**config.mk**
```make
export PLATFORM = sky130hd
export DESIGN_NAME = spi_burst_regs
export DESIGN_NICKNAME = d
export VERILOG_FILES = /design/src/rtl/spi_burst_pkg.sv /design/src/rtl/spi_burst_shifter.sv /design/src/rtl/spi_burst_seq.sv /design/src/rtl/spi_burst_bank.sv /design/src/rtl/spi_burst_regs.sv
export SDC_FILE = /design/constraint.sdc
export NUM_CORES = 1
export LEC_CHECK = 0
export BUFFER_PORTS_ARGS = -buffer_cell sky130_fd_sc_hd__buf_2
export CAP_MARGIN = 40
export CELL_PAD_IN_SITES_DETAIL_PLACEMENT = 1
export CELL_PAD_IN_SITES_GLOBAL_PLACEMENT = 1
export CORE_MARGIN = 2
export CORE_UTILIZATION = 35
export DETAILED_ROUTE_END_ITERATION = 7
export MAX_ROUTING_LAYER = met4
export PLACE_DENSITY = 0.55
export REMOVE_ABC_BUFFERS = 1
export SETUP_SLACK_MARGIN = 0.1
export SYNTH_ARGS = -nofsm -noshare
export SYNTH_HDL_FRONTEND = slang
export SYNTH_HIERARCHICAL = 1
export SYNTH_SLANG_ARGS = --single-unit
export TNS_END_PERCENT = 5
```
**constraint.sdc**
```tcl
create_clock -name clk -period 3.4 [get_ports clk]
set_clock_uncertainty 0.1 [all_clocks]
set_input_delay 0.68 -clock clk [delete_from_list [all_inputs] [get_ports clk]]
set_output_delay 0.68 -clock clk [all_outputs]
set_load 0.01 [all_outputs]
```
**src/rtl/spi_burst_pkg.sv**
```systemverilog
package spi_burst_pkg;

   // Frame phase of the slave sequencer
   typedef enum logic [1:0] {
      PH_CMD  = 2'd0,   // waiting for the command byte
      PH_DATA = 2'd1,   // burst in progress
      PH_DONE = 2'd2    // burst complete, further bytes ignored
   } phase_e;

   localparam logic DIR_WRITE = 1'b1;

endpackage

```
**src/rtl/spi_burst_shifter.sv**
```systemverilog
module spi_burst_shifter #(
   parameter int BYTE_W = 8
) (
   input  logic              clk,
   input  logic              rst_n,
   input  logic              frame_n,
   input  logic              sclk,
   input  logic              mosi,
   input  logic              load,
   input  logic [BYTE_W-1:0] load_val,
   output logic              byte_stb,
   output logic [BYTE_W-1:0] byte_val,
   output logic              tx_msb
);

   localparam int CNT_W = (BYTE_W > 2) ? $clog2(BYTE_W) : 1;
   localparam logic [CNT_W-1:0] LAST = CNT_W'(BYTE_W - 1);

   generate
      if (BYTE_W < 2) begin : g_bad_width
         $error("spi_burst_shifter: BYTE_W must be at least 2");
      end
   endgenerate

   logic              sclk_d;
   logic [CNT_W-1:0]  bit_cnt;
   logic [BYTE_W-1:0] rx_sr;
   logic [BYTE_W-1:0] tx_sr;
   logic              fall;
   logic              last_bit;

   assign fall     = sclk_d & ~sclk & ~frame_n;
   assign last_bit = (bit_cnt == LAST);
   assign byte_stb = fall & last_bit;
   assign byte_val = {rx_sr[BYTE_W-2:0], mosi};
   assign tx_msb   = tx_sr[BYTE_W-1];

   always_ff @(posedge clk or negedge rst_n) begin
      if (!rst_n) begin
         sclk_d  <= 1'b0;
         bit_cnt <= '0;
         rx_sr   <= '0;
         tx_sr   <= '0;
      end else begin
         sclk_d <= sclk;
         if (frame_n) begin
            bit_cnt <= '0;
            rx_sr   <= '0;
            tx_sr   <= '0;
         end else begin
            if (fall) begin
               bit_cnt <= last_bit ? '0 : bit_cnt + 1'b1;
               rx_sr   <= byte_val;
            end
            if (load)
               tx_sr <= load_val;
            else if (fall)
               tx_sr <= {tx_sr[BYTE_W-2:0], 1'b0};
         end
      end
   end

   // an idle select line leaves the bit counter cleared
   p_count_clear_r9: assert property (@(posedge clk) disable iff (!rst_n)
      frame_n |=> (bit_cnt == '0));

   // a loaded value presents its MSB on the next cycle
   p_load_msb_r5: assert property (@(posedge clk) disable iff (!rst_n)
      (load && !frame_n) |=> (tx_msb == $past(load_val[BYTE_W-1])));

endmodule

```
**src/rtl/spi_burst_seq.sv**
```systemverilog
module spi_burst_seq
   import spi_burst_pkg::*;
#(
   parameter int ADDR_W = 5,
   parameter int LEN_W  = 2,
   parameter int BYTE_W = 8
) (
   input  logic              clk,
   input  logic              rst_n,
   input  logic              frame_n,
   input  logic              byte_stb,
   input  logic [BYTE_W-1:0] byte_val,
   output logic              wr_en,
   output logic [ADDR_W-1:0] wr_addr,
   output logic              load,
   output logic [ADDR_W-1:0] tx_addr,
   output logic              drive_en
);

   localparam int CNT_W = (1 << LEN_W) - 1;

   phase_e            phase;
   logic [ADDR_W-1:0] cur_addr;
   logic [ADDR_W-1:0] next_addr;
   logic [CNT_W-1:0]  left;
   logic              dir_wr;

   logic [LEN_W-1:0]  cmd_len;
   logic [ADDR_W-1:0] cmd_addr;
   logic              cmd_dir;

   assign cmd_len   = byte_val[BYTE_W-1 -: LEN_W];
   assign cmd_addr  = byte_val[ADDR_W:1];
   assign cmd_dir   = byte_val[0];
   assign next_addr = cur_addr + 1'b1;

   always_ff @(posedge clk or negedge rst_n) begin
      if (!rst_n) begin
         phase    <= PH_CMD;
         cur_addr <= '0;
         left     <= '0;
         dir_wr   <= 1'b0;
      end else if (frame_n) begin
         phase  <= PH_CMD;
         left   <= '0;
         dir_wr <= 1'b0;
      end else if (byte_stb) begin
         unique case (phase)
            PH_CMD: begin
               phase    <= PH_DATA;
               cur_addr <= cmd_addr;
               left     <= CNT_W'((1 << cmd_len) - 1);
               dir_wr   <= (cmd_dir == DIR_WRITE);
            end
            PH_DATA: begin
               cur_addr <= next_addr;
               if (left == '0)
                  phase <= PH_DONE;
               else
                  left <= left - 1'b1;
            end
            default: ;
         endcase
      end
   end

   assign wr_en    = byte_stb & (phase == PH_DATA) & dir_wr;
   assign wr_addr  = cur_addr;
   assign load     = byte_stb & (((phase == PH_CMD) & (cmd_dir != DIR_WRITE)) |
                                 ((phase == PH_DATA) & ~dir_wr & (left != '0)));
   assign tx_addr  = (phase == PH_CMD) ? cmd_addr : next_addr;
   assign drive_en = ~frame_n & (phase == PH_DATA) & ~dir_wr;

   // select high always returns to command decoding
   p_frame_cmd_r9: assert property (@(posedge clk) disable iff (!rst_n)
      frame_n |=> (phase == PH_CMD));

   // the final byte of a burst closes it
   p_burst_end_r3: assert property (@(posedge clk) disable iff (!rst_n)
      (byte_stb && phase == PH_DATA && left == '0) |=> (phase == PH_DONE));

   // the top address wraps to zero
   p_wrap_r6: assert property (@(posedge clk) disable iff (!rst_n)
      (byte_stb && phase == PH_DATA && cur_addr == '1) |=> (cur_addr == '0));

endmodule

```
**src/rtl/spi_burst_bank.sv**
```systemverilog
module spi_burst_bank #(
   parameter int ADDR_W = 5,
   parameter int BYTE_W = 8
) (
   input  logic              clk,
   input  logic              rst_n,
   input  logic              we,
   input  logic [ADDR_W-1:0] waddr,
   input  logic [BYTE_W-1:0] wdata,
   input  logic [ADDR_W-1:0] raddr_a,
   output logic [BYTE_W-1:0] rdata_a,
   input  logic [ADDR_W-1:0] raddr_b,
   output logic [BYTE_W-1:0] rdata_b
);

   localparam int DEPTH = 1 << ADDR_W;

   logic [BYTE_W-1:0] regs [DEPTH];

   generate
      for (genvar g = 0; g < DEPTH; g++) begin : g_reg
         logic [BYTE_W-1:0] q;
         always_ff @(posedge clk or negedge rst_n) begin
            if (!rst_n)
               q <= '0;
            else if (we && waddr == ADDR_W'(g))
               q <= wdata;
         end
         assign regs[g] = q;
      end
   endgenerate

   assign rdata_a = regs[raddr_a];
   assign rdata_b = regs[raddr_b];

   // a committed byte is present in the bank one cycle later
   p_commit_r4: assert property (@(posedge clk) disable iff (!rst_n)
      we |=> (regs[$past(waddr)] == $past(wdata)));

endmodule

```
**src/rtl/spi_burst_regs.sv**
```systemverilog
module spi_burst_regs #(
   parameter int ADDR_W = 5,
   parameter int BYTE_W = 8,
   parameter int LEN_W  = 2
) (
   input  logic              clk,
   input  logic              rst_n,
   input  logic              cs_n,
   input  logic              sclk,
   input  logic              mosi,
   output logic              miso,
   input  logic [ADDR_W-1:0] host_addr,
   output logic [BYTE_W-1:0] host_data
);

   generate
      if (BYTE_W != LEN_W + ADDR_W + 1) begin : g_bad_layout
         $error("spi_burst_regs: command byte must hold length, address and direction");
      end
      if (LEN_W < 1 || LEN_W > 4) begin : g_bad_len
         $error("spi_burst_regs: LEN_W out of range");
      end
   endgenerate

   logic              byte_stb;
   logic [BYTE_W-1:0] byte_val;
   logic              tx_msb;
   logic              load;
   logic [ADDR_W-1:0] tx_addr;
   logic [BYTE_W-1:0] tx_data;
   logic              wr_en;
   logic [ADDR_W-1:0] wr_addr;
   logic              drive_en;

   spi_burst_shifter #(.BYTE_W(BYTE_W)) u_shift (
      .clk      (clk),
      .rst_n    (rst_n),
      .frame_n  (cs_n),
      .sclk     (sclk),
      .mosi     (mosi),
      .load     (load),
      .load_val (tx_data),
      .byte_stb (byte_stb),
      .byte_val (byte_val),
      .tx_msb   (tx_msb)
   );

   spi_burst_seq #(.ADDR_W(ADDR_W), .LEN_W(LEN_W), .BYTE_W(BYTE_W)) u_seq (
      .clk      (clk),
      .rst_n    (rst_n),
      .frame_n  (cs_n),
      .byte_stb (byte_stb),
      .byte_val (byte_val),
      .wr_en    (wr_en),
      .wr_addr  (wr_addr),
      .load     (load),
      .tx_addr  (tx_addr),
      .drive_en (drive_en)
   );

   spi_burst_bank #(.ADDR_W(ADDR_W), .BYTE_W(BYTE_W)) u_bank (
      .clk     (clk),
      .rst_n   (rst_n),
      .we      (wr_en),
      .waddr   (wr_addr),
      .wdata   (byte_val),
      .raddr_a (host_addr),
      .rdata_a (host_data),
      .raddr_b (tx_addr),
      .rdata_b (tx_data)
   );

   assign miso = drive_en & tx_msb;

   // nothing is driven while the frame is closed
   p_miso_quiet_r10: assert property (@(posedge clk) disable iff (!rst_n)
      cs_n |-> !miso);

endmodule

```
### Word-level counts from Yosys, hierarchy flattened

Cells that the tools add are included.

* register bits: 286
* bits in latches: 0
* bits in writable memories: 0
* memory bits (read-only): 0
* bits of input ports: 10
* logic and storage cells: 174
* memories kept: 0

* add/sub/neg operators: 4
* multiply operators: 0
* div/mod/pow operators: 0
* order comparisons: 2
* equal/unequal tests: 35
* shifts and indexed selects: 1
* muxes and demuxes: 27
* bitwise logic cells: 19
* reduce and logical (&&, ||, !) cells: 46

Operators by type and width (number)
* binary-select mux 8 bit (select 5 bit): 2
* equality test 5 bit (second input constant): 16
* 2-to-1 mux 8 bit: 7
* equality test 5 x 4 -> 1 bit (second input constant): 8
* logical AND 1 bit: 32
* equality test 5 x 3 -> 1 bit (second input constant): 4
* 2-to-1 mux 3 bit: 6
* 2-to-1 mux 7 bit: 2
* bitwise AND 1 bit: 12
* greater-or-equal comparator 6 bit (second input constant): 2
* inverter 5 -> 6 bit: 2
* equality test 5 x 2 -> 1 bit (second input constant): 2
* case mux 5 bit (2 select lines): 1
* AND reduction 3 bit: 3
* nonzero test 3 bit: 3
* nonzero test 2 bit: 4
* 2-to-1 mux 2 bit: 3
* case mux 3 bit (2 select lines): 1
* adder 5 x 1 -> 5 bit (second input constant): 1
* equality test 5 x 1 -> 1 bit (second input constant): 1
* logical NOT 5 bit: 1
* 2-to-1 mux 5 bit: 1
* inverter 1 bit: 4
* case mux 2 bit (2 select lines): 1
* 13 further kinds: 15

### Logic depth before layout (Yosys ltp)

Gate-level depths: netlist (run 1).

* word-level depth: 8
* depth in mapped cells: 11
* mapped depth without buffers: 8

### Cells and area by module

Netlist (run 1), hierarchy kept.

Modules (own cells, without submodules)
* spi_burst_bank: instances 1, cells an instance 811, area an instance 13693.1 µm², seq. area each 6406.1 µm²
* spi_burst_shifter: instances 1, cells an instance 94, area an instance 890.9 µm², seq. area each 475.5 µm²
* spi_burst_seq: instances 1, cells an instance 91, area an instance 830.8 µm², seq. area each 275.3 µm²
* spi_burst_regs: instances 1, cells an instance 1, area an instance 6.3 µm², seq. area each 0.0 µm²

### Least setup slack after synthesis (run 1)

No wires, ideal clock.

* kind: input to register
* start point: in sclk
* end point: reg u_bank.g_reg[19].q[0]
* library setup time: 0.125 ns
* arrival time: 3.019 ns
* data required time: 3.175 ns
* slack: 0.156 ns
* stages on the path: 9
* path buffers: 3
* cell sequence: nand2b_1 buf_2 buf_2 nor3b_1 and3_1 nor4bb_1 nor2b_1 buf_2 mux2_2

* word-level cells in the longest chain between the ends: 7

Ends and longest elaborated chain
* start: declaration: RTL line spi_burst_regs.sv:9 `input logic sclk,`
* inverter 1 bit: RTL line spi_burst_shifter.sv:32 `assign fall = sclk_d & ~sclk & ~frame_n;`
* bitwise AND 1 bit (2 in a row): RTL line spi_burst_shifter.sv:32
* bitwise AND 1 bit: RTL line spi_burst_shifter.sv:34 `assign byte_stb = fall & last_bit;`
* net byte_stb: RTL line spi_burst_regs.sv:25 `logic byte_stb;`
* bitwise AND 1 bit (2 in a row): RTL line spi_burst_seq.sv:67 `assign wr_en = byte_stb & (phase == PH_DATA) & dir_wr;`
* net wr_en: RTL line spi_burst_regs.sv:31 `logic wr_en;`
* logical AND 1 bit: RTL line spi_burst_bank.sv:26 `else if (we && waddr == ADDR_W'(g))`
* end signal: assignment: RTL line spi_burst_bank.sv:27 `q <= wdata;`
* end: declaration: RTL line spi_burst_bank.sv:22 `logic [BYTE_W-1:0] q;`

The timed path passes the listed nets, and every way through them passes these cells.
A chain may end at the register's enable or synchronous reset.

### Final worst setup path (run 1)

* start point: in host_addr[1]
* end point: out host_data[1]

* word-level cells in the longest chain between the ends: 4

Ends and longest elaborated chain
* start: declaration: RTL line spi_burst_regs.sv:12 `input logic [ADDR_W-1:0] host_addr,`
* inverter 5 -> 6 bit (not written as such): RTL line spi_burst_bank.sv:33 `assign rdata_a = regs[raddr_a];`
* binary-select mux 8 bit (select 5 bit): RTL line spi_burst_bank.sv:33
* 2-to-1 mux 8 bit (not written as such) (2 in a row): RTL line spi_burst_bank.sv:33
* end: declaration: RTL line spi_burst_regs.sv:13 `output logic [BYTE_W-1:0] host_data`

No other way between the ends. The select of a mux whose other input is x is not followed.

==> results of run 1 <==
==> power by group through the flow <==
stage	registers, mW	clock network [mW]	logic (mW)
floorplan	3.48	0	0.0803
global placement	3.48	0	0.303
detailed placement	3.48	0	0.309
CTS	3.42	3.97	0.322
global route	3.42	4.08	0.346
finish	3.42	3.84	0.315
==> repair_timing <==
action | in CTS | in global routing
hold buffers | 1 | 0
setup endpoints to repair | 16 | 24
hold endpoints to repair | 1 | 0
gates resized for setup | 9 | 7
cloned | 2 | 1
==> cell usage after synthesis (6+ instances only) <==
cell type / number
nor2b_1: 10
nand2b_1: 9
nand2_1: 42
dfrtp_1: 286
nor2_1: 17
clkbuf_1: 42
mux4_2: 160
a21oi_1: 15
inv_1: 11
mux2_2: 274
o21ai_0: 6
nand3b_1: 6
buf_2: 12
buf_4: 14
buf_1: 16
nor3_1: 15
==> layout make-up <==
type | instances | share of cell area
multi-input cells | 612 | 0.433
flip-flops and latches | 286 | 0.395
repair buffers | 105 | 0.0652
clock buffers | 56 | 0.0594
well taps | 585 | 0.0404
clock inverters | 7 | 0.00504
inverters | 11 | 0.00228
==> registers in the layout, indices dropped and copies added, names as in the netlist <==
signal           cells
u_bank/g.q         256
u_seq/dir_wr         1
u_seq/left           3
u_seq/phase          2
u_seq/wr_addr        5
u_shift/bit_cnt      3
u_shift/rx_sr        7
u_shift/sclk_d       1
u_shift/tx_sr        8
==> per-layer routing <==
metal / vias up / part of all wire
met3: 55 / 0.035
li1: 3976 / -
met5: - / 0
met1: 5190 / 0.48
met2: 203 / 0.46
met4: 0 / 0.023
==> worst max-delay path: stages <==
cell    delay [ns]
buf_16        0.15
buf_12        0.16
mux4_2        0.53
mux4_2        0.55
mux2_2        0.30
buf_2         0.14
==> cell families after synthesis <==
| group | count (synthesis) | synth area share |
|---|---|---|
| XOR/XNOR | 4 | 0.00227 |
| flip-flops | 286 | 0.464 |
| adder cells (fa/ha/maj) | 5 | 0.00406 |
| multiplexers | 437 | 0.436 |
| buffers and inverters | 99 | 0.0304 |
| AO/OA/AOI/OAI | 43 | 0.0205 |
| AND/OR/NAND/NOR | 123 | 0.0429 |
==> worst paths after layout <==
check	startpoint	depth (start not counted)	end	slack, ns
worst max-delay path	host_addr[1]	6	host_data[1]	0.07
worst min-delay path	sclk	1	u_shift/sclk_d	0.17
worst max register to register	u_seq/wr_addr[0]	8	u_shift/tx_sr[4]	0.20
worst min register to register	u_bank/g_reg[16].q[2]	1	u_bank/g_reg[16].q[2]	0.42
max in group asynchronous	rst_n	3	u_bank/g_reg[24].q[2]	1.81
min in group asynchronous	rst_n	2	u_bank/g_reg[9].q[0]	0.59
==> cells in the final DEF, fill, tap and decap left out, types with 8 or more instances in the layout <==
| cell | count |
|---|---|
| clkbuf_16 | 38 |
| nand2b_1 | 9 |
| clkbuf_1 | 11 |
| nand2_1 | 41 |
| mux2_2 | 268 |
| clkbuf_8 | 8 |
| buf_12 | 26 |
| dfrtp_1 | 286 |
| a21oi_1 | 15 |
| nor2b_1 | 10 |
| buf_2 | 15 |
| nor3_1 | 15 |
| inv_1 | 11 |
| buf_4 | 54 |
| nor2_1 | 17 |
| mux4_2 | 160 |
==> flow_metrics.env, run 1 <==
export IMPL_antenna_cells_inserted=0
export IMPL_reported_net_switching_power_mw=1.72
export IMPL_drt_vias_per_instance=5.67
export IMPL_comb_power_share=0.042
export IMPL_vias_in_the_first_global_route=10100
export IMPL_fin_worst_hold_slack_ns=0.168
export IMPL_layout_filler_cells=4247
export IMPL_critPathMaxFanout=10
export IMPL_arrival_ns=2.55
export IMPL_internal_power_mw=5.85
export IMPL_finalHoldViolations=0
export IMPL_rsz0062_at_grt="true"
export IMPL_hold_path_class="primary input to flop"
export IMPL_syn_inst=997
export IMPL_synth_avg_cell_area_sq_um=15.5
export IMPL_cellLeakagePower_nw=7.97
export IMPL_cp_start_kind="primary input"
export IMPL_groute_layer_met1_usage=0.309
export IMPL_power_density_nw_per_um2=418
export IMPL_gr_total_overflow=0
export IMPL_vdd_ir_drop_max_mv=0.412
export IMPL_groute_usage_overall=0.215
export IMPL_switching_share=0.227
export IMPL_remaining_routing_drc_violations=0
export IMPL_clock_fmax_ghz=0.301
export IMPL_ys_seq_elements=286
export IMPL_postRouteAntennaNets=0
export IMPL_floorplan_rows=76
export IMPL_synth_edf_count=0
export IMPL_final_max_slew_violation_count=0
export IMPL_setup_viol_count_final=0
export IMPL_synthDistinctLibCells=49
export IMPL_postCtsSetupRepairBufs=0
export IMPL_status="finished, final reports clean"
export IMPL_power_mw=7.58
export IMPL_final_cell_area_sq_um=18100
export IMPL_clock_pin_slew_worst_setup_and_hold_paths_ns=0.05
export IMPL_maxSlewHeadroom=0.501
export IMPL_initial_util=0.356
export IMPL_share_clk_of_total_power=0.507
export IMPL_grt_busiest_layer="met2"
export IMPL_cts_buf_count=36
export IMPL_maxcap_violations=0
export IMPL_total_core_area_sq_um=43300
export IMPL_global_route_wire_length_before_repair_microns=70700
export IMPL_cp_end_kind="output port"
export IMPL_grtUsageMet2=0.321
export IMPL_gpl_final_weighted_congestion=0.783
export IMPL_route_vias_total=9424
export IMPL_final_nets=1067
export IMPL_setup_worst_path_class="primary input to output port"
export IMPL_synthFlopType="dfrtp_1"
export IMPL_period_share=0.978
export IMPL_cts_tree="done"
export IMPL_place_ws_ns=-0.190
export IMPL_place_port_buffers=18
export IMPL_finalWorstSetupSlack_ns=0.0749
export IMPL_postPlaceCellArea_sq_um=16800
export IMPL_clock_sink_count=286
export IMPL_synth_sequential_area_ratio=0.464
export IMPL_dr_pass1_iters=4
export IMPL_grt_util_met3=0.0280
export IMPL_die_area_sq_um=45800
export IMPL_pin_count_of_the_biggest_net_entering_global_routing=65
export IMPL_post_synth_top_area_cell="dfrtp_1"
export IMPL_place_detailed_hpwl_microns=31000
export IMPL_multiInputGateArea_sq_um=7850
export IMPL_synth_cell_area_sq_um=15400
export IMPL_final_cell_count_no_fill=1662
export IMPL_area_delta_synth_final_pct=17.5
export IMPL_wl_per_cell_microns=28.1
export IMPL_worst_ep_required_time_ns=2.62
export IMPL_num_io_pins=19
export IMPL_ctsRootBufferMaster="clkbuf_16"
export IMPL_yosys_top_cells_area="dfrtp_1 (46%), mux4_2 (23%), mux2_2 (20%)"
export IMPL_antenna_found_initial=1
export IMPL_die_h_microns=214
export IMPL_detail_route_iter0_violations=663
export IMPL_drt_wl_total_microns=46800
export IMPL_final_layout_size_suffix_gt1_frac=0.565
export IMPL_worstMarginPinSlew_ns=0.748
export IMPL_post_route_min_period_ns=3.33
export IMPL_setup_total_negative_slack_ns=0
export IMPL_final_core_utilization=0.419
export IMPL_clk_path_buf_depth=3
export IMPL_yosys_warnings=6
export IMPL_cts_htree_levels=2
export IMPL_share_seq_of_total_power=0.451
export IMPL_synth_largest_type_area_fraction=0.464
export IMPL_die_w_microns=214
export IMPL_dp_cells=1595
export IMPL_synth_async_reset_ratio=1.00
export IMPL_clk_insertion_delay_late_ns=0.55
export IMPL_seq_area_sq_um=7160
Note: power is estimated with default switching activity, not from simulation.
==> run 2: changes to the inputs <==
--- a/config.mk
+++ b/config.mk
@@ -9,6 +9,7 @@
 export CAP_MARGIN = 40
 export CELL_PAD_IN_SITES_DETAIL_PLACEMENT = 1
 export CELL_PAD_IN_SITES_GLOBAL_PLACEMENT = 1
+export CORE_ASPECT_RATIO = 0.9
 export CORE_MARGIN = 2
 export CORE_UTILIZATION = 35
 export DETAILED_ROUTE_END_ITERATION = 7
==> flow_metrics.env, run 2 (synthesized netlist as in run 1, its figures left out) <==
export IMPL_cts_tree="done"
export IMPL_cellLeakagePower_nw=7.89
export IMPL_worst_ep_required_time_ns=2.62
export IMPL_groute_usage_overall=0.218
export IMPL_num_io_pins=19
export IMPL_setup_viol_count_final=0
export IMPL_remaining_routing_drc_violations=0
export IMPL_status="finished, final reports clean"
export IMPL_reg2reg_depth=8
export IMPL_vias_in_the_first_global_route=9967
export IMPL_floorplan_rows=72
export IMPL_vdd_ir_drop_max_mv=0.359
export IMPL_biggestRegsByFlops="u_bank/g.q: 256 flops, u_shift/tx_sr: 8 flops, u_shift/rx_sr: 7 flops"
export IMPL_detail_route_iter0_violations=625
export IMPL_top_library_cells_by_usage_in_the_layout_fill_and_taps_aside="dfrtp_1 (286), mux2_2 (269), mux4_2 (160), buf_4 (49), nand2_1 (42)"
export IMPL_worstMarginPinSlew_ns=0.754
export IMPL_finalWorstSetupSlack_ns=0.0498
export IMPL_clock_fmax_ghz=0.298
export IMPL_setup_worst_path_class="primary input to output port"
export IMPL_area_delta_synth_final_pct=16.0
export IMPL_wl_per_cell_microns=28.5
export IMPL_postCtsSetupRepairBufs=0
export IMPL_rsz0062_at_grt="true"
export IMPL_final_common_cell="dfrtp_1"
export IMPL_drt_wl_total_microns=46300
export IMPL_pin_count_of_the_biggest_net_entering_global_routing=73
export IMPL_die_h_microns=203
export IMPL_final_layout_size_suffix_gt1_frac=0.556
export IMPL_clock_sink_count=286
export IMPL_total_core_area_sq_um=43200
export IMPL_maxcap_violations=0
export IMPL_cp_start_kind="primary input"
export IMPL_fin_worst_hold_slack_ns=0.167
export IMPL_share_clk_of_total_power=0.506
export IMPL_power_density_nw_per_um2=422
export IMPL_cts_buf_count=36
export IMPL_worst_path_largest_cell_delay_ns=0.59
export IMPL_r2r_end="u_shift/tx_sr[0]"
export IMPL_regMostFlops="u_bank/g.q"
export IMPL_gpl_final_weighted_congestion=0.774
export IMPL_maxSlewHeadroom=0.498
export IMPL_dp_cells=1551
export IMPL_post_route_min_period_ns=3.35
export IMPL_clock_pin_slew_worst_setup_and_hold_paths_ns=0.05
export IMPL_gr_total_overflow=0
export IMPL_number_of_flip_flops_under_the_largest_register_name=256
export IMPL_cts_htree_levels=2
export IMPL_timing_critical_path_cells="buf_16 -> buf_6 -> mux4_2 -> mux4_2 -> mux2_2 -> buf_2"
export IMPL_initial_util=0.357
export IMPL_route_vias_total=9506
export IMPL_r2r_start="u_seq/wr_addr[0]"
export IMPL_hold_path_cell_count=1
export IMPL_arrival_ns=2.57
export IMPL_antenna_found_initial=1
export IMPL_cp_end_kind="output port"
export IMPL_ctsRootBufferMaster="clkbuf_16"
export IMPL_die_w_microns=225
export IMPL_clk_path_buf_depth=3
export IMPL_place_port_buffers=18
export IMPL_finalHoldViolations=0
export IMPL_switching_share=0.233
export IMPL_period_share=0.985
export IMPL_die_area_sq_um=45800
export IMPL_critPathMaxFanout=9
export IMPL_crit_slowest_cell="mux4_2"
export IMPL_regToRegSetupSlack_ns=0.29
export IMPL_dr_pass1_iters=4
export IMPL_critPathLaunch="host_addr[1]"
export IMPL_place_detailed_hpwl_microns=29600
export IMPL_clk_insertion_delay_late_ns=0.57
export IMPL_final_nets=1053
export IMPL_final_cell_count_no_fill=1622
export IMPL_timing_critical_path_mode_cell="mux4_2"
export IMPL_internal_power_mw=5.79
export IMPL_drt_vias_per_instance=5.86
export IMPL_place_ws_ns=-0.0811
export IMPL_global_route_wire_length_before_repair_microns=70300
export IMPL_comb_power_share=0.041
export IMPL_reported_net_switching_power_mw=1.76
export IMPL_postRouteAntennaNets=0
export IMPL_hold_path_class="primary input to flop"
export IMPL_final_max_slew_violation_count=0
export IMPL_worst_hold_startpoint="sclk"
export IMPL_share_seq_of_total_power=0.452
export IMPL_whs_endpoint="u_shift/sclk_d"
## run 2: power by group through the flow
stage / clock, mW / sequential (mW) / combinational, mW
global placement: 0 / 3.48 / 0.302
detailed placement: 0 / 3.48 / 0.304
global route: 4.08 / 3.42 / 0.343
finish: 3.82 / 3.42 / 0.313
floorplan: 0 / 3.48 / 0.0803
CTS: 3.95 / 3.42 / 0.326
## run 2: per-stage QoR
stage	TNS [ns]	utilization	instance area [sq um]	total power, mW
6_report	0	0.414	17900	7.55
5_1_grt	0	0.414	17900	7.84
4_1_cts	0	0.414	17900	7.69
3_5_place_dp	-0.488	0.383	16600	3.78
3_3_place_gp	-0.488	0.383	16600	3.78
2_1_floorplan	-29.37	-	15000	3.56
## run 2: area by class of cell
cell class	count	area (sq um)
Clock inverter	11	139
Antenna cell	3	7.51
Sequential cell	286	7160
Tap cell	555	694
Multi-Input combinational cell	612	7830
Fill cell	4309	25300
Clock buffer	53	1030
Timing Repair Buffer	91	996
Inverter	11	41.3
## run 2: critical path, delay by kind of cell
kind,cells,cell delay (ns)
buffers and inverters,3,0.47
muxes,3,1.41
## run 2: what timing repair did
item,CTS,global route
hold buffers,1,0
gates cloned,3,0
endpoints found under the setup margin,8,8
resized for setup,14,0
endpoints found under the hold margin,12,0
## run 2: worst max path at each step
stage	to	slack, ns	cells after the start
after floorplan	u_shift/tx_sr[2]	-3.71	8
after global placement	host_data[6]	-0.08	6
after detailed placement	host_data[6]	-0.08	6
after CTS	host_data[6]	0.04	6
after global routing	host_data[0]	0.02	6
final	host_data[4]	0.05	6
## run 2: metal layers
metal	routed length [microns]	up-vias	part of all wire	global-route usage
met1	22400	5239	0.48	0.320
met5	0	-	0	-
li1	-	3958	-	-
met2	20600	243	0.44	0.314
met3	2290	66	0.050	0.0389
met4	1050	0	0.023	0.0525
==> run 3: changes to the inputs <==
--- a/config.mk
+++ b/config.mk
@@ -11,10 +11,10 @@
 export CELL_PAD_IN_SITES_GLOBAL_PLACEMENT = 1
 export CORE_ASPECT_RATIO = 0.9
 export CORE_MARGIN = 2
-export CORE_UTILIZATION = 35
+export CORE_UTILIZATION = 55
 export DETAILED_ROUTE_END_ITERATION = 7
 export MAX_ROUTING_LAYER = met4
-export PLACE_DENSITY = 0.55
+export PLACE_DENSITY = 0.8
 export REMOVE_ABC_BUFFERS = 1
 export SETUP_SLACK_MARGIN = 0.1
 export SYNTH_ARGS = -nofsm -noshare
==> flow_metrics.env, run 3 (synthesized netlist as in run 1, its figures left out) <==
export IMPL_final_nets=1060
export IMPL_total_core_area_sq_um=27800
export IMPL_worst_path_largest_cell_delay_ns=0.55
export IMPL_place_port_buffers=18
export IMPL_ctsRootBufferMaster="clkbuf_16"
export IMPL_seq_area_sq_um=7160
export IMPL_remaining_routing_drc_violations=0
export IMPL_r2r_start="u_shift/bit_cnt[0]"
export IMPL_power_density_nw_per_um2=420
export IMPL_share_clk_of_total_power=0.496
export IMPL_clk_insertion_delay_late_ns=0.60
export IMPL_initial_util=0.555
export IMPL_switching_share=0.232
export IMPL_drt_wl_total_microns=50100
export IMPL_route_vias_total=10200
export IMPL_die_h_microns=163
export IMPL_postPlaceCellArea_sq_um=16300
export IMPL_reported_net_switching_power_mw=1.72
export IMPL_crit_buf_inv=1
export IMPL_number_of_flip_flops_under_the_largest_register_name=256
export IMPL_place_ws_ns=-0.00926
export IMPL_final_common_cell="dfrtp_1"
export IMPL_period_share=0.983
export IMPL_rsz0062_at_grt="true"
export IMPL_cts_tree="done"
export IMPL_groute_usage_overall=0.345
export IMPL_biggestRegsByFlops="u_bank/g.q: 256 flops, u_shift/tx_sr: 8 flops, u_shift/rx_sr: 7 flops"
export IMPL_status="finished, final reports clean"
export IMPL_worstMarginPinSlew_ns=0.810
export IMPL_gr_total_overflow=0
export IMPL_worst_ep_required_time_ns=2.62
export IMPL_maxcap_violations=0
export IMPL_pin_count_of_the_biggest_net_entering_global_routing=83
export IMPL_final_layout_size_suffix_gt1_frac=0.565
export IMPL_regMostFlops="u_bank/g.q"
export IMPL_global_route_wire_length_before_repair_microns=73000
export IMPL_floorplan_rows=58
export IMPL_final_core_utilization=0.636
export IMPL_internal_power_mw=5.71
export IMPL_antenna_found_initial=0
export IMPL_setup_viol_count_final=0
export IMPL_post_route_min_period_ns=3.34
export IMPL_critPathLaunch="u_bank/g_reg[7].q[6]"
export IMPL_final_cell_area_sq_um=17700
export IMPL_cts_buf_count=31
export IMPL_clock_pin_slew_worst_setup_and_hold_paths_ns=0.06
export IMPL_clock_fmax_ghz=0.299
export IMPL_comb_power_share=0.044
export IMPL_detail_route_iter0_violations=1098
export IMPL_multiInputGateArea_sq_um=7820
export IMPL_finalWorstSetupSlack_ns=0.0579
export IMPL_arrival_ns=2.56
export IMPL_clock_sink_count=286
export IMPL_cellLeakagePower_nw=7.93
export IMPL_postRouteAntennaNets=0
export IMPL_vdd_ir_drop_max_mv=0.434
export IMPL_die_area_sq_um=29400
export IMPL_vias_in_the_first_global_route=10900
export IMPL_maxSlewHeadroom=0.460
export IMPL_place_detailed_hpwl_microns=29700
export IMPL_layout_filler_cells=2431
export IMPL_num_io_pins=19
export IMPL_die_w_microns=181
export IMPL_hold_path_class="primary input to asynchronous set/reset pin"
export IMPL_setup_total_negative_slack_ns=0
export IMPL_cts_htree_levels=1
export IMPL_quantity_of_hold_fixing_buffers_added_after_cts=0
export IMPL_regToRegSetupSlack_ns=0.23
export IMPL_timing_critical_path_mode_cell="mux4_2"
export IMPL_final_max_slew_violation_count=0
export IMPL_drt_vias_per_instance=7.13
export IMPL_cp_end_kind="output port"
export IMPL_antenna_cells_inserted=0
export IMPL_cp_start_kind="flop"
export IMPL_postCtsSetupRepairBufs=0
export IMPL_timing_critical_path_cells="mux4_2 -> mux4_2 -> mux2_4 -> buf_2"
export IMPL_path_delay_family="multiplexers"
export IMPL_gpl_final_weighted_congestion=0.808
export IMPL_share_seq_of_total_power=0.460
export IMPL_critPathMaxFanout=3
export IMPL_finalHoldViolations=0
export IMPL_wl_per_cell_microns=35.0
export IMPL_clk_path_buf_depth=3
export IMPL_area_delta_synth_final_pct=14.6
export IMPL_setup_worst_path_class="flop to output port"
export IMPL_top_library_cells_by_usage_in_the_layout_fill_and_taps_aside="dfrtp_1 (286), mux2_2 (271), mux4_2 (160), buf_4 (62), nand2_1 (42)"
export IMPL_crit_slowest_cell="mux4_2"
export IMPL_dr_pass1_iters=5
## run 3: changes by cell type in the layout (fill, tap and decap cells not counted), sizes merged
cell,change
bufinv,+3
clkinvlp,+2
diode,-3
buf,+8
clkbuf,-7
dlygate4sd3,-1
clkinv,+2
inv,-1
## run 3: metal layers
metal | global-route usage | wire length, microns | vias to the layer above
met3 | 0.0785 | 4670 | 148
met1 | 0.458 | 19200 | 5451
met4 | 0.126 | 2210 | 0
met2 | 0.529 | 24000 | 624
li1 | - | - | 3971
met5 | - | 0 | -
## run 3: path summary, 6_finish.rpt
kind                       cells after the start                    end
setup reg to reg                               8  u_bank/g_reg[17].q[5]
min in group clk                               1         u_shift/sclk_d
hold / removal                                 1  u_bank/g_reg[10].q[7]
setup / recovery                               4           host_data[6]
hold reg to reg                                1  u_bank/g_reg[13].q[7]
max in group asynchronous                      2   u_bank/g_reg[2].q[7]
## run 3: power groups by stage
| stage | clock, mW | sequential [mW] | combinational (mW) |
|---|---|---|---|
| floorplan | 0 | 3.48 | 0.0803 |
| global placement | 0 | 3.48 | 0.283 |
| detailed placement | 0 | 3.48 | 0.290 |
| CTS | 3.69 | 3.41 | 0.309 |
| global route | 3.86 | 3.41 | 0.354 |
| finish | 3.69 | 3.41 | 0.329 |
## run 3: per-stage QoR
| step | instances | hold slack [ns] | power, mW |
|---|---|---|---|
| after global routing | 1430 | 0.0660 | 7.62 |
| final | 1430 | 0.0197 | 7.43 |
| after CTS | 1425 | 0.0395 | 7.41 |
| after detailed placement | 1364 | 0.414 | 3.77 |
| after global placement | 1364 | 0.402 | 3.76 |
| after floorplan | 909 | 0.284 | 3.56 |
## run 3: cell type report
cell class | instances | share of cell area
timing repair buffer | 103 | 0.0624
sequential | 286 | 0.405
clock inverter | 17 | 0.0135
tap | 360 | 0.0255
clock buffer | 41 | 0.0488
inverter | 11 | 0.00234
multi-input combinational | 612 | 0.443
## run 3: repair_timing
| action | CTS | global route |
|---|---|---|
| resized for setup | 8 | 4 |
| gates cloned | 3 | 5 |
| pin swaps | 0 | 0 |
| setup endpoints to repair | 8 | 8 |
